--- src/rtl/jrq_pkg.sv ---
package jrq_pkg;
  localparam int REG_AW = 4;
  localparam logic [REG_AW-1:0] A_CTRL     = 4'd0;
  localparam logic [REG_AW-1:0] A_IN_BASE  = 4'd1;
  localparam logic [REG_AW-1:0] A_OUT_BASE = 4'd2;
  localparam logic [REG_AW-1:0] A_SIZE     = 4'd3;
  localparam logic [REG_AW-1:0] A_IN_FREE  = 4'd4;
  localparam logic [REG_AW-1:0] A_ADD      = 4'd5;
  localparam logic [REG_AW-1:0] A_OUT_FULL = 4'd6;
  localparam logic [REG_AW-1:0] A_REMOVE   = 4'd7;
  localparam logic [REG_AW-1:0] A_STATUS   = 4'd8;
  localparam int ST_DONE = 0;
  localparam int ST_ERR  = 1;
  localparam int ST_W    = 2;
endpackage

--- src/rtl/jrq_ring_track.sv ---
module jrq_ring_track #(
  parameter int IDX_W = 4,
  parameter int CNT_W = IDX_W + 1
) (
  input  logic             clk,
  input  logic             rst_n,
  input  logic             clear,
  input  logic [IDX_W-1:0] size_mask,
  input  logic [CNT_W-1:0] ring_size,
  input  logic             push_en,
  input  logic [CNT_W-1:0] push_n,
  input  logic             pop_en,
  input  logic [CNT_W-1:0] pop_n,
  output logic [IDX_W-1:0] head_idx,
  output logic [IDX_W-1:0] tail_idx,
  output logic [CNT_W-1:0] count
);
  logic [IDX_W-1:0] head_q, head_nxt;
  logic [IDX_W-1:0] tail_q, tail_nxt;
  logic [CNT_W-1:0] cnt_q, cnt_nxt;
  logic [CNT_W-1:0] add_amt, sub_amt;
  logic             upd;

  assign add_amt = push_en ? push_n : '0;
  assign sub_amt = pop_en  ? pop_n  : '0;
  assign upd     = clear | push_en | pop_en;

  always_comb begin
    head_nxt = head_q;
    tail_nxt = tail_q;
    cnt_nxt  = cnt_q;
    if (clear) begin
      head_nxt = '0;
      tail_nxt = '0;
      cnt_nxt  = '0;
    end else begin
      tail_nxt = (tail_q + add_amt[IDX_W-1:0]) & size_mask;
      head_nxt = (head_q + sub_amt[IDX_W-1:0]) & size_mask;
      cnt_nxt  = cnt_q + add_amt - sub_amt;
    end
  end

  always_ff @(posedge clk or negedge rst_n) begin
    if (!rst_n) begin
      head_q <= '0;
      tail_q <= '0;
      cnt_q  <= '0;
    end else if (upd) begin
      head_q <= head_nxt;
      tail_q <= tail_nxt;
      cnt_q  <= cnt_nxt;
    end
  end

  assign head_idx = head_q;
  assign tail_idx = tail_q;
  assign count    = cnt_q;


  count_le_size_chk: assert property (@(posedge clk) disable iff (!rst_n)
    cnt_q <= ring_size);

  pop_le_count_chk: assert property (@(posedge clk) disable iff (!rst_n)
    pop_en |-> pop_n <= cnt_q);

  push_room_chk: assert property (@(posedge clk) disable iff (!rst_n)
    push_en |-> ({1'b0, cnt_q} + {1'b0, push_n}) <= {1'b0, ring_size});
endmodule

--- src/rtl/jrq_engine.sv ---
module jrq_engine #(
  parameter int LATENCY = 4,
  parameter int CNT_W   = 5
) (
  input  logic             clk,
  input  logic             rst_n,
  input  logic             enable,
  input  logic [CNT_W-1:0] in_count,
  input  logic [CNT_W-1:0] out_count,
  input  logic [CNT_W-1:0] ring_size,
  output logic             fire
);
  localparam int TW = (LATENCY > 1) ? $clog2(LATENCY) : 1;
  localparam logic [TW-1:0] T_LAST = TW'(LATENCY - 1);

  logic [TW-1:0] timer_q, timer_nxt;
  logic          work, upd;

  assign work = enable && (in_count != '0) && (out_count < ring_size);
  assign fire = work && (timer_q == T_LAST);
  assign upd  = work || (timer_q != '0);

  always_comb begin
    if (!work || fire) timer_nxt = '0;
    else               timer_nxt = timer_q + 1'b1;
  end

  always_ff @(posedge clk or negedge rst_n) begin
    if (!rst_n)   timer_q <= '0;
    else if (upd) timer_q <= timer_nxt;
  end

  generate
    if (LATENCY > 1) begin : g_spacing

      fire_spacing_chk: assert property (@(posedge clk) disable iff (!rst_n)
        fire |=> !fire);
    end
  endgenerate
endmodule

--- src/rtl/jrq_regs.sv ---
module jrq_regs import jrq_pkg::*; #(
  parameter int DW       = 32,
  parameter int LOG2_MAX = 4,
  parameter int IDX_W    = LOG2_MAX,
  parameter int CNT_W    = LOG2_MAX + 1,
  parameter int SZ_W     = $clog2(LOG2_MAX + 1)
) (
  input  logic              clk,
  input  logic              rst_n,
  input  logic              wr_en,
  input  logic [REG_AW-1:0] wr_addr,
  input  logic [DW-1:0]     wr_data,
  input  logic [REG_AW-1:0] rd_addr,
  output logic [DW-1:0]     rd_data,
  input  logic [CNT_W-1:0]  in_count,
  input  logic [CNT_W-1:0]  out_count,
  input  logic              done_evt,
  output logic              enable,
  output logic [CNT_W-1:0]  ring_size,
  output logic [IDX_W-1:0]  size_mask,
  output logic              add_en,
  output logic [CNT_W-1:0]  add_n,
  output logic              rm_en,
  output logic [CNT_W-1:0]  rm_n,
  output logic              irq
);
  logic              enable_q, enable_nxt;
  logic [SZ_W-1:0]   size_q, size_nxt;
  logic [DW-1:0]     in_base_q, in_base_nxt;
  logic [DW-1:0]     out_base_q, out_base_nxt;
  logic [ST_W-1:0]   status_q, status_nxt, st_set, st_clr;
  logic [CNT_W-1:0]  in_free;
  logic              add_hit, rm_hit, val_nz, add_fits, rm_fits;
  logic              add_err, rm_err, size_ok, st_upd;

  assign ring_size = CNT_W'(1) << size_q;
  assign size_mask = IDX_W'(ring_size - 1'b1);
  assign in_free   = ring_size - in_count;

  assign add_hit  = wr_en && (wr_addr == A_ADD);
  assign rm_hit   = wr_en && (wr_addr == A_REMOVE);
  assign val_nz   = (wr_data != '0);
  assign add_fits = (wr_data <= DW'(in_free));
  assign rm_fits  = (wr_data <= DW'(out_count));

  assign add_en  = add_hit && val_nz && enable_q && add_fits;
  assign add_err = add_hit && val_nz && !(enable_q && add_fits);
  assign rm_en   = rm_hit && val_nz && enable_q && rm_fits;
  assign rm_err  = rm_hit && val_nz && !(enable_q && rm_fits);
  assign add_n   = wr_data[CNT_W-1:0];
  assign rm_n    = wr_data[CNT_W-1:0];

  assign size_ok = (wr_data >= DW'(1)) && (wr_data <= DW'(LOG2_MAX));

  always_comb begin
    enable_nxt   = enable_q;
    size_nxt     = size_q;
    in_base_nxt  = in_base_q;
    out_base_nxt = out_base_q;
    if (wr_en) begin
      if (wr_addr == A_CTRL) enable_nxt = wr_data[0];
      if (!enable_q) begin
        if (wr_addr == A_IN_BASE)  in_base_nxt  = wr_data;
        if (wr_addr == A_OUT_BASE) out_base_nxt = wr_data;
        if (wr_addr == A_SIZE && size_ok) size_nxt = wr_data[SZ_W-1:0];
      end
    end
  end

  always_ff @(posedge clk or negedge rst_n) begin
    if (!rst_n) begin
      enable_q   <= 1'b0;
      size_q     <= SZ_W'(LOG2_MAX);
      in_base_q  <= '0;
      out_base_q <= '0;
    end else if (wr_en) begin
      enable_q   <= enable_nxt;
      size_q     <= size_nxt;
      in_base_q  <= in_base_nxt;
      out_base_q <= out_base_nxt;
    end
  end

  always_comb begin
    st_set         = '0;
    st_set[ST_DONE] = done_evt;
    st_set[ST_ERR]  = add_err || rm_err;
    st_clr         = (wr_en && wr_addr == A_STATUS) ? wr_data[ST_W-1:0] : '0;
    status_nxt     = (status_q & ~st_clr) | st_set;
  end

  assign st_upd = done_evt || add_err || rm_err || (wr_en && wr_addr == A_STATUS);

  always_ff @(posedge clk or negedge rst_n) begin
    if (!rst_n)      status_q <= '0;
    else if (st_upd) status_q <= status_nxt;
  end

  always_comb begin
    case (rd_addr)
      A_CTRL:     rd_data = DW'(enable_q);
      A_IN_BASE:  rd_data = in_base_q;
      A_OUT_BASE: rd_data = out_base_q;
      A_SIZE:     rd_data = DW'(size_q);
      A_IN_FREE:  rd_data = DW'(in_free);
      A_OUT_FULL: rd_data = DW'(out_count);
      A_STATUS:   rd_data = DW'(status_q);
      default:    rd_data = '0;
    endcase
  end

  assign enable = enable_q;
  assign irq    = |status_q;


  cfg_hold_chk: assert property (@(posedge clk) disable iff (!rst_n)
    (enable_q && $past(enable_q)) |-> ($stable(size_q) && $stable(in_base_q) && $stable(out_base_q)));

  err_flag_chk: assert property (@(posedge clk) disable iff (!rst_n)
    (wr_en && wr_addr == A_ADD && wr_data != '0 && wr_data > DW'(in_free)) |=> status_q[ST_ERR]);

  done_set_chk: assert property (@(posedge clk) disable iff (!rst_n)
    done_evt |=> status_q[ST_DONE]);

  done_clr_chk: assert property (@(posedge clk) disable iff (!rst_n)
    (wr_en && wr_addr == A_STATUS && wr_data[ST_DONE] && !done_evt) |=> !status_q[ST_DONE]);
endmodule

--- src/rtl/job_ring_mgr.sv ---
module job_ring_mgr import jrq_pkg::*; #(
  parameter int DW       = 32,
  parameter int LOG2_MAX = 4,
  parameter int LATENCY  = 4
) (
  input  logic                clk,
  input  logic                rst_n,
  input  logic                reg_wr_en,
  input  logic [REG_AW-1:0]   reg_wr_addr,
  input  logic [DW-1:0]       reg_wr_data,
  input  logic [REG_AW-1:0]   reg_rd_addr,
  output logic [DW-1:0]       reg_rd_data,
  input  logic                ib_wr_en,
  input  logic [LOG2_MAX-1:0] ib_wr_idx,
  input  logic [DW-1:0]       ib_wr_data,
  input  logic [LOG2_MAX-1:0] ob_rd_idx,
  output logic [DW-1:0]       ob_rd_data,
  output logic                irq
);
  localparam int IDX_W = LOG2_MAX;
  localparam int CNT_W = LOG2_MAX + 1;
  localparam int DEPTH = 1 << LOG2_MAX;
  localparam int SZ_W  = $clog2(LOG2_MAX + 1);

  logic             enable, fire, add_en, rm_en;
  logic [CNT_W-1:0] ring_size, add_n, rm_n, ib_count, ob_count;
  logic [IDX_W-1:0] size_mask, ib_head, ib_tail, ob_head, ob_tail;
  logic [DW-1:0]    ib_mem [DEPTH];
  logic [DW-1:0]    ob_mem [DEPTH];

  jrq_regs #(.DW(DW), .LOG2_MAX(LOG2_MAX), .IDX_W(IDX_W), .CNT_W(CNT_W), .SZ_W(SZ_W)) u_regs (
    .clk(clk), .rst_n(rst_n),
    .wr_en(reg_wr_en), .wr_addr(reg_wr_addr), .wr_data(reg_wr_data),
    .rd_addr(reg_rd_addr), .rd_data(reg_rd_data),
    .in_count(ib_count), .out_count(ob_count), .done_evt(fire),
    .enable(enable), .ring_size(ring_size), .size_mask(size_mask),
    .add_en(add_en), .add_n(add_n), .rm_en(rm_en), .rm_n(rm_n), .irq(irq)
  );

  jrq_ring_track #(.IDX_W(IDX_W), .CNT_W(CNT_W)) u_in_ring (
    .clk(clk), .rst_n(rst_n), .clear(!enable),
    .size_mask(size_mask), .ring_size(ring_size),
    .push_en(add_en), .push_n(add_n),
    .pop_en(fire), .pop_n(CNT_W'(1)),
    .head_idx(ib_head), .tail_idx(ib_tail), .count(ib_count)
  );

  jrq_ring_track #(.IDX_W(IDX_W), .CNT_W(CNT_W)) u_out_ring (
    .clk(clk), .rst_n(rst_n), .clear(!enable),
    .size_mask(size_mask), .ring_size(ring_size),
    .push_en(fire), .push_n(CNT_W'(1)),
    .pop_en(rm_en), .pop_n(rm_n),
    .head_idx(ob_head), .tail_idx(ob_tail), .count(ob_count)
  );

  jrq_engine #(.LATENCY(LATENCY), .CNT_W(CNT_W)) u_engine (
    .clk(clk), .rst_n(rst_n), .enable(enable),
    .in_count(ib_count), .out_count(ob_count), .ring_size(ring_size),
    .fire(fire)
  );

  always_ff @(posedge clk) begin
    if (ib_wr_en) ib_mem[ib_wr_idx] <= ib_wr_data;
  end

  always_ff @(posedge clk) begin
    if (fire) ob_mem[ob_tail] <= ib_mem[ib_head];
  end

  assign ob_rd_data = ob_mem[ob_rd_idx];


  fire_guard_chk: assert property (@(posedge clk) disable iff (!rst_n)
    fire |-> (ob_count < ring_size) && (ib_count != '0));

  idx_in_ring_chk: assert property (@(posedge clk) disable iff (!rst_n)
    ((ib_head | ib_tail | ob_head | ob_tail) & ~size_mask) == '0);
endmodule

--- config.mk ---
export PLATFORM = sky130hd
export DESIGN_NAME = job_ring_mgr
export DESIGN_NICKNAME = d
export VERILOG_FILES = /design/src/rtl/jrq_pkg.sv /design/src/rtl/jrq_ring_track.sv /design/src/rtl/jrq_engine.sv /design/src/rtl/jrq_regs.sv /design/src/rtl/job_ring_mgr.sv
export SDC_FILE = /design/constraint.sdc
export NUM_CORES = 1
export LEC_CHECK = 0
export BUFFER_PORTS_ARGS = -buffer_cell sky130_fd_sc_hd__buf_2
export CORE_MARGIN = 1
export CORE_UTILIZATION = 65
export CTS_CLUSTER_SIZE = 30
export DETAILED_ROUTE_END_ITERATION = 8
export PLACE_DENSITY_LB_ADDON = 0.15
export SYNTH_ARGS = -nofsm -noshare
export SYNTH_HDL_FRONTEND = slang
export SYNTH_SLANG_ARGS = --single-unit
--- constraint.sdc ---
create_clock -name clk -period 8.9 [get_ports clk]
set_input_delay 1.78 -clock clk [delete_from_list [all_inputs] [get_ports clk]]
set_output_delay 1.78 -clock clk [all_outputs]
set_load 0.03 [all_outputs]
==> results of run 1 <==
[flip-flops by register name (all words and copies together) (netlist names)]
name and count:
u_out_ring.count 5, u_engine.timer_q 2, u_out_ring.tail_idx 4, u_in_ring.head_idx 4, u_regs.in_base_q 32, u_in_ring.count 5, ob_mem 512, u_regs.enable 1
u_regs.status_q 2, u_regs.size_q 3, u_regs.out_base_q 32, ib_mem 512
[placed cells by master, fill, tap and decap left out, drive strengths merged, types with 6 or more instances in the layout]
cell and n:
a21oi 16, edfxtp 1024, clkinvlp 6, mux2 66
ha 39, nand2 34, dfrtp 89, nor3 14
mux2i 18, a22o 28, o21ai 16, and2 7
bufinv 6, and3 7, clkbuf 139, inv 37
nand3b 7, nand2b 7, nor4 7, nor2 51
buf 195, nand3 11, xnor2 9, a21o 7
mux4 320, clkinv 44
[worst register-to-register path, delay by kind of cell (launching register included)]
| family | cells | cell delay, ns |
|---|---|---|
| compound gates | 4 | 0.88 |
| xor+xnor | 3 | 0.44 |
| fa+ha+maj | 6 | 2.00 |
| buf+inv | 2 | 0.11 |
| flops | 1 | 0.67 |
| mux | 2 | 0.39 |
| simple gates | 5 | 0.82 |
[kinds of logic (layout without fill, tap and decap cells)]
family / count (synthesis) / after routing / share of synthesized area [%]
fa+ha+maj: 43 / 43 / 1.271
mux: 404 / 404 / 18.52
buf+inv: 128 / 427 / 1.143
compound gates: 96 / 96 / 1.673
flops: 1114 / 1114 / 75.19
xor+xnor: 11 / 11 / 0.2195
simple gates: 170 / 170 / 1.975
other cells: 0 / 5 / 0
[layer usage]
| metal | GRT usage, % | wire length, µm | vias up |
|---|---|---|---|
| met4 | 8.301 | 2235 | 10 |
| li1 | - | - | 8706 |
| met1 | 41.67 | 37500 | 11412 |
| met5 | 0 | 69 | - |
| met2 | 50.29 | 51780 | 1143 |
| met3 | 4.263 | 7806 | 178 |
[area by class of cell]
cell class                      instances  area [µm²]  area share [%]
Antenna cell                            5       12.51         0.02539
Clock buffer                          138        2825           5.733
Clock inverter                         60       474.2          0.9623
Inverter                               33       128.9          0.2615
Multi-Input combinational cell        724       10620           21.54
Sequential cell                      1114       33010           66.99
Tap cell                              864        1081           2.194
Timing Repair Buffer                  196        1127           2.288
[worst paths after layout]
| path | start | endpoint | slack, ns | cells after the start |
|---|---|---|---|---|
| setup / recovery | ob_rd_idx[0] | ob_rd_data[20] | 2.82 | 5 |
| hold / removal | u_regs.in_base_q[0] | u_regs.in_base_q[0] | 0.49 | 2 |
| setup reg to reg | u_regs.size_q[2] | u_in_ring.count[4] | 3.51 | 22 |
| hold reg to reg | u_regs.in_base_q[0] | u_regs.in_base_q[0] | 0.49 | 2 |
| max in group asynchronous | rst_n | u_regs.in_base_q[19] | 6.72 | 2 |
| min in group asynchronous | rst_n | u_out_ring.count[3] | 0.96 | 1 |
[power by group through the flow]
stage	Clock, W	Combinational [W]	Sequential [W]
final	0.00431	0.000466	0.00588
after global routing	0.00455	0.000498	0.00588
after CTS	0.00436	0.000470	0.00587
after detailed placement	0	0.000464	0.00598
after global placement	0	0.000442	0.00597
after floorplan	0	0.000305	0.00596
[metrics by stage]
step	cells	setup slack [ns]	util, %	total power [W]	hold slack, ns
after floorplan	1966	3.395	-	0.006265	0.4460
after global placement	2931	2.762	69.29	0.006412	0.4597
after detailed placement	2931	2.748	69.29	0.006445	0.4836
after CTS	3129	2.701	74.27	0.01071	0.4964
after global routing	3132	2.590	74.28	0.01093	0.5123
final	3134	2.815	74.29	0.01066	0.4920
==> results.md, run 1 <==
- Result of the run: finished clean
- Slew HR: 23.15%
- Count of flip-flops with a built-in enable after synthesis: 1024
- Setup Viol. Count Final: 0
- Arrival time at the worst endpoint: 4.30 ns
- Clock Latency Late Sink: 0.67 ns
- Area delta synth->final: 12.27%
- Half-perimeter wire length of the detailed placement result: 49250 µm
- Most numerous cell in the Yosys netlist: sky130_fd_sc_hd__edfxtp_1
- Maximum number of pins on one net before global-route repair: 78
- Placeable core area: 66330 µm²
- Setup fix buffers added after clock tree synthesis: 0
- Power density cells: 216.2 nW/µm²
- 1st-iter DRT viols: 2394
- Number of port buffers: 148
- Top cells by area in the synthesized netlist: sky130_fd_sc_hd__edfxtp_1 (70%), sky130_fd_sc_hd__mux4_2 (16%), sky130_fd_sc_hd__dfrtp_1 (5.1%)
- Residual DRC: 0
- Max IR drop VDD: 0.1836 mV
- Share of the yosys chip area belonging to registers: 75.19%
- Final design instance area without fill: 49280 µm²
- List of most frequent post-synthesis cells: sky130_fd_sc_hd__edfxtp_1 (1024), sky130_fd_sc_hd__mux4_2 (320), sky130_fd_sc_hd__dfrtp_1 (89)
- Number of fill cells: 3623
- Number of optimization iterations in the first detailed-route pass: 6
- List of cells traversed by the critical path: clkbuf_8 > buf_12 > mux4_2 > mux4_2 > buf_2
- Max cap viols: 0
- CP max FO: 71
- Nets in the synthesized netlist: 2092
- Count of distinct cell types in the synthesized netlist: 62
- Total internal power: 0.008427 W
- Delay-heaviest family, CP: buffers and inverters
- Clock skew after layout: 0.02389 ns
- Switching power share of the total: 20.92%
- Floorplan die width: 261.9 µm
- Vias after detailed routing: 21449
- Clock tree from TritonCTS: built
- Synth Instances: 1966
- Post-cts gate resize count: 0
- Async S/R FF share, synth: 8.079%
- CP Buf/Inv Count: 3
- DRT Wirelength: 99390 µm
- Critical path required time: 7.12 ns
- Shortest period the worst path allows: 6.085 ns
- Y dimension of the die: 261.9 µm
- Final worst-path cycle share: 68.37%
- Final-layout setup total negative slack: 0 ns
- Netlist Area Pre-Place: 43890 µm²
- Starting Density: 66.17%
- Count of final hold-check violations: 0
- Power share of the clock group: 40.5%
- Clock Path Buffers: 3
- CP Class: primary input to output pin
- Warnings from Yosys: 0
- Element type at the critical path end: output pin
- Hold WC Path Type: flip-flop to flip-flop
- Via count of the first global-routing pass: 21921
- Worst path slowest cell: sky130_fd_sc_hd__clkbuf_8
- Post-layout net count: 2301
- First-pass GRT wire length: 144600 µm
- Avg Vias per Cell: 6.844
- Full die area: 68570 µm²
- Total placed instance area: 45970 µm²
- Clock H-tree levels: 3
- Routability congestion estimate: 0.8283
- Placement row count: 94
- Inserted Clock Buffers: 106
- Static power due to leakage: 16.07 nW
- Avg WL per Cell: 31.71 µm
- Most frequent cell on the critical path: sky130_fd_sc_hd__mux4_2
- Number of antenna violations at the first check in global routing: 10
- Slew @ Worst Pin: 1.153 ns
- Switching power: 0.002229 W
- Critical Path Source Type: primary input
- Combinational group share of total power: 4.4%
- Number of storage elements in the synthesis netlist: 1114
- Clock tree root driver cell: sky130_fd_sc_hd__clkbuf_16
- Ys flop type: sky130_fd_sc_hd__edfxtp_1
- Clock transition at the registers of the reported paths: 0.06 ns
- Post-detailed-route count of antenna-violating nets: 0
- Post-synth top area share: 70.06%
- Max-slew violations: 0
- Fmax: 164.3 MHz
- Biggest cell delay along the critical path: 0.66 ns
- Total clock sinks: 1114
- Top Ports: 149
- Fraction of final layout cells sized beyond drive strength 1: 34.13%
- Library cell occupying the most area in the post-synthesis netlist: sky130_fd_sc_hd__edfxtp_1
- Number of hold buffers added after CTS: 0
- Overall Global Routing Usage: 29.85%
- Unrepaired setup endpoints after global routing: no
- Mean cell area of the mapped netlist: 22.32 µm²
- Sequential group share of total power: 55.1%
- Global-route congestion overflow total: 0
Note: power is estimated with default switching activity, not from simulation.
==> run 2: changes to the inputs <==
CORE_UTILIZATION = 56   (was 65)
clock period = 5 ns   (was 8.9 ns; I/O delays follow)
==> results.md, run 2 (same netlist as run 1, synthesis figures left out) <==
- Result of the run: finished clean (unchanged)
- Number of fill cells: 5112 (was 3623)
- Placeable core area: 77470 µm² (was 66330 µm²)
- Clock Path Buffers: 3 (unchanged)
- Max IR drop VDD: 0.2925 mV (was 0.1836 mV)
- Clock tree root driver cell: sky130_fd_sc_hd__clkbuf_16 (unchanged)
- Total placed instance area: 46540 µm² (was 45970 µm²)
- Count of final hold-check violations: 0 (unchanged)
- Total clock sinks: 1114 (unchanged)
- DRT Wirelength: 92460 µm (was 99390 µm)
- Largest registers in the final layout: ib_mem (512), ob_mem (512) (unchanged)
- CP max FO: 5 (was 71)
- Commonest non-fill, non-tap cells in the layout: sky130_fd_sc_hd__edfxtp_1 (1024), sky130_fd_sc_hd__mux4_2 (320), sky130_fd_sc_hd__buf_2 (145) (unchanged)
- Fmax: 210.3 MHz
- CP Buf/Inv Count: 2 (was 3)
- Post-detailed-route count of antenna-violating nets: 0 (unchanged)
- Routability congestion estimate: 0.8824 (was 0.8283)
- Clock transition at the registers of the reported paths: 0.07 ns (was 0.06 ns)
- Worst path slowest cell: sky130_fd_sc_hd__dfstp_2 (was sky130_fd_sc_hd__clkbuf_8)
- Critical path required time: 5.59 ns (was 7.12 ns)
- Crit Reg-Reg Endpoint: u_in_ring.count[4] (unchanged)
- Area delta synth->final: 14.30% (was 12.27%)
- Number of optimization iterations in the first detailed-route pass: 5 (was 6)
- Top Ports: 149 (unchanged)
- Most frequent cell on the critical path: sky130_fd_sc_hd__ha_1 (was sky130_fd_sc_hd__mux4_2)
- Clock skew after layout: 0.02685 ns (was 0.02389 ns)
- Half-perimeter wire length of the detailed placement result: 52520 µm (was 49250 µm)
- Slew @ Worst Pin: 1.177 ns (was 1.153 ns)
- Number of port buffers: 148 (unchanged)
- 1st-iter DRT viols: 2004 (was 2394)
- Clock tree from TritonCTS: built (unchanged)
- Starting Density: 56.66% (was 66.17%)
- Arrival time at the worst endpoint: 5.34 ns (was 4.30 ns)
- Critical Path Source Type: flip-flop (was primary input)
- Final critical-path setup slack: 0.2456 ns (was 2.815 ns)
- Placement row count: 102 (was 94)
- Setup Viol. Count Final: 0 (unchanged)
- Most common library cell in the layout ignoring fill and taps: sky130_fd_sc_hd__edfxtp_1 (unchanged)
- Number of antenna violations at the first check in global routing: 9 (was 10)
- Avg Vias per Cell: 6.218 (was 6.844)
- List of cells traversed by the critical path: or3_1 > ha_1 > inv_1 > fa_1 > maj3_1 > a21oi_2 > xnor2_1 > ha_1 > and3_4 > nand3_2 > a31oi_2 > and2_4 > nand2_1 > ha_1 > inv_1 > fa_2 > a21o_1 > a21oi_2 > xnor2_2 > xnor2_1 > mux2i_1 > mux2i_1 (was clkbuf_8 > buf_12 > mux4_2 > mux4_2 > buf_2)
- Hold slack: 0.3863 ns (was 0.4920 ns)
- Final design instance area without fill: 50170 µm² (was 49280 µm²)
- R2R Setup Slk: 0.25 ns (was 3.51 ns)
- Cells on worst reg2reg path: 22 (unchanged)
- Element type at the critical path end: flip-flop (was output pin)
- Launching point of the worst reg2reg path: u_regs.size_q[2] (unchanged)
- CP Class: flip-flop to flip-flop (was primary input to output pin)
- Overall Global Routing Usage: 24.00% (was 29.85%)
- Total power after layout: 0.01940 W (was 0.01066 W)
- Utilization after layout: 64.76% (was 74.29%)
- Delay-heaviest family, CP: adder cells (was buffers and inverters)
- Fraction of final layout cells sized beyond drive strength 1: 36.08% (was 34.13%)
- Global-route congestion overflow total: 0 (unchanged)
- Max-slew violations: 0 (unchanged)
- Final worst-path cycle share: 95.09%
- Static power due to leakage: 16.42 nW (was 16.07 nW)
- Worst setup slack after placement: 0.03183 ns (was 2.748 ns)
- Post-layout net count: 2337 (was 2301)
- Y dimension of the die: 282.0 µm (was 261.9 µm)
- Maximum number of pins on one net before global-route repair: 85 (was 78)
- Biggest cell delay along the critical path: 0.56 ns (was 0.66 ns)
- Number of hold buffers added after CTS: 0 (unchanged)
- Shortest period the worst path allows: 4.754 ns
- Vias after detailed routing: 20799 (was 21449)
- Max cap viols: 0 (unchanged)
- Full die area: 79500 µm² (was 68570 µm²)
- Clock Latency Late Sink: 0.67 ns (about the same)
- First-pass GRT wire length: 138000 µm (was 144600 µm)
- Power density cells: 386.7 nW/µm² (was 216.2 nW/µm²)
- Slew HR: 21.37% (was 23.15%)
- Residual DRC: 0 (unchanged)
- Hold WC Path Type: primary input to async pin (was flip-flop to flip-flop)
- Avg WL per Cell: 27.64 µm (was 31.71 µm)
- Via count of the first global-routing pass: 21732 (was 21921)
- Clock H-tree levels: 3 (unchanged)
- Floorplan die width: 282.0 µm (was 261.9 µm)
- Inserted Clock Buffers: 109 (was 106)
-- run 2: cell count changes in the layout (fill, tap and decap cells not counted), sizes merged --
cell / delta
buf: +33
clkbuf: -10
clkinv: +9
bufinv: +6
diode: -3
clkinvlp: +1
inv: -1
-- run 2: per-layer routing --
metal | vias to the layer above | track usage [%] | wire length [µm]
met2 | 603 | 39.77 | 47150
li1 | 8802 | - | -
met1 | 11236 | 33.97 | 38560
met5 | - | 0 | 75
met4 | 12 | 5.518 | 1734
met3 | 146 | 3.820 | 4943
-- run 2: worst reg2reg max path, cell delays in order (launching register included) --
cell and delay [ns]:
sky130_fd_sc_hd__dfstp_2 0.56, sky130_fd_sc_hd__or3_1 0.13, sky130_fd_sc_hd__ha_1 0.14, sky130_fd_sc_hd__inv_1 0.05
sky130_fd_sc_hd__fa_1 0.41, sky130_fd_sc_hd__maj3_1 0.37, sky130_fd_sc_hd__a21oi_2 0.16, sky130_fd_sc_hd__xnor2_1 0.12
sky130_fd_sc_hd__ha_1 0.35, sky130_fd_sc_hd__and3_4 0.20, sky130_fd_sc_hd__nand3_2 0.10, sky130_fd_sc_hd__a31oi_2 0.16
sky130_fd_sc_hd__and2_4 0.17, sky130_fd_sc_hd__nand2_1 0.05, sky130_fd_sc_hd__ha_1 0.26, sky130_fd_sc_hd__inv_1 0.07
sky130_fd_sc_hd__fa_2 0.39, sky130_fd_sc_hd__a21o_1 0.19, sky130_fd_sc_hd__a21oi_2 0.18, sky130_fd_sc_hd__xnor2_2 0.11
sky130_fd_sc_hd__xnor2_1 0.13, sky130_fd_sc_hd__mux2i_1 0.19, sky130_fd_sc_hd__mux2i_1 0.20
-- run 2: cell type report --
type                            instances  area, µm²  area share (%)
Timing Repair Buffer                  229       1500           2.990
Sequential cell                      1114      33010           65.80
Inverter                               33      128.9          0.2569
Clock buffer                          128       2830           5.641
Multi-Input combinational cell        724      10650           21.24
Clock inverter                         75      737.0           1.469
Tap cell                             1040       1301           2.594
Antenna cell                            2      5.005        0.009976
-- run 2: report_power, final --
group          switching [W]  leakage, nW  internal, W
clock network        0.00343         1.73      0.00467
registers          0.0000930         10.4       0.0104
logic               0.000485         4.29     0.000367
-- run 2: worst max path at each step --
stage | cells after the start | start | end | slack [ns]
after floorplan | 23 | u_regs.size_q[2] | u_in_ring.count[4] | 0.15
after global placement | 22 | u_regs.size_q[2] | u_in_ring.count[4] | 0.21
after detailed placement | 22 | u_regs.size_q[2] | u_in_ring.count[4] | 0.03
after CTS | 22 | u_regs.size_q[2] | u_in_ring.count[4] | 0.001
after global routing | 23 | u_regs.size_q[2] | u_in_ring.count[4] | -0.009
final | 22 | u_regs.size_q[2] | u_in_ring.count[4] | 0.25
-- run 2: repair_timing --
action                                  CTS  global route
endpoints found under the setup margin    0             1
setup buffers                             0             3
resized for setup                         0             8
-- run 2: metrics by stage --
stage,TNS [ns],instances
3_3_place_gp,0,3137
4_1_cts,0,3340
6_report,0,3345
2_1_floorplan,0,1966
5_1_grt,-0.009049,3344
3_5_place_dp,0,3137
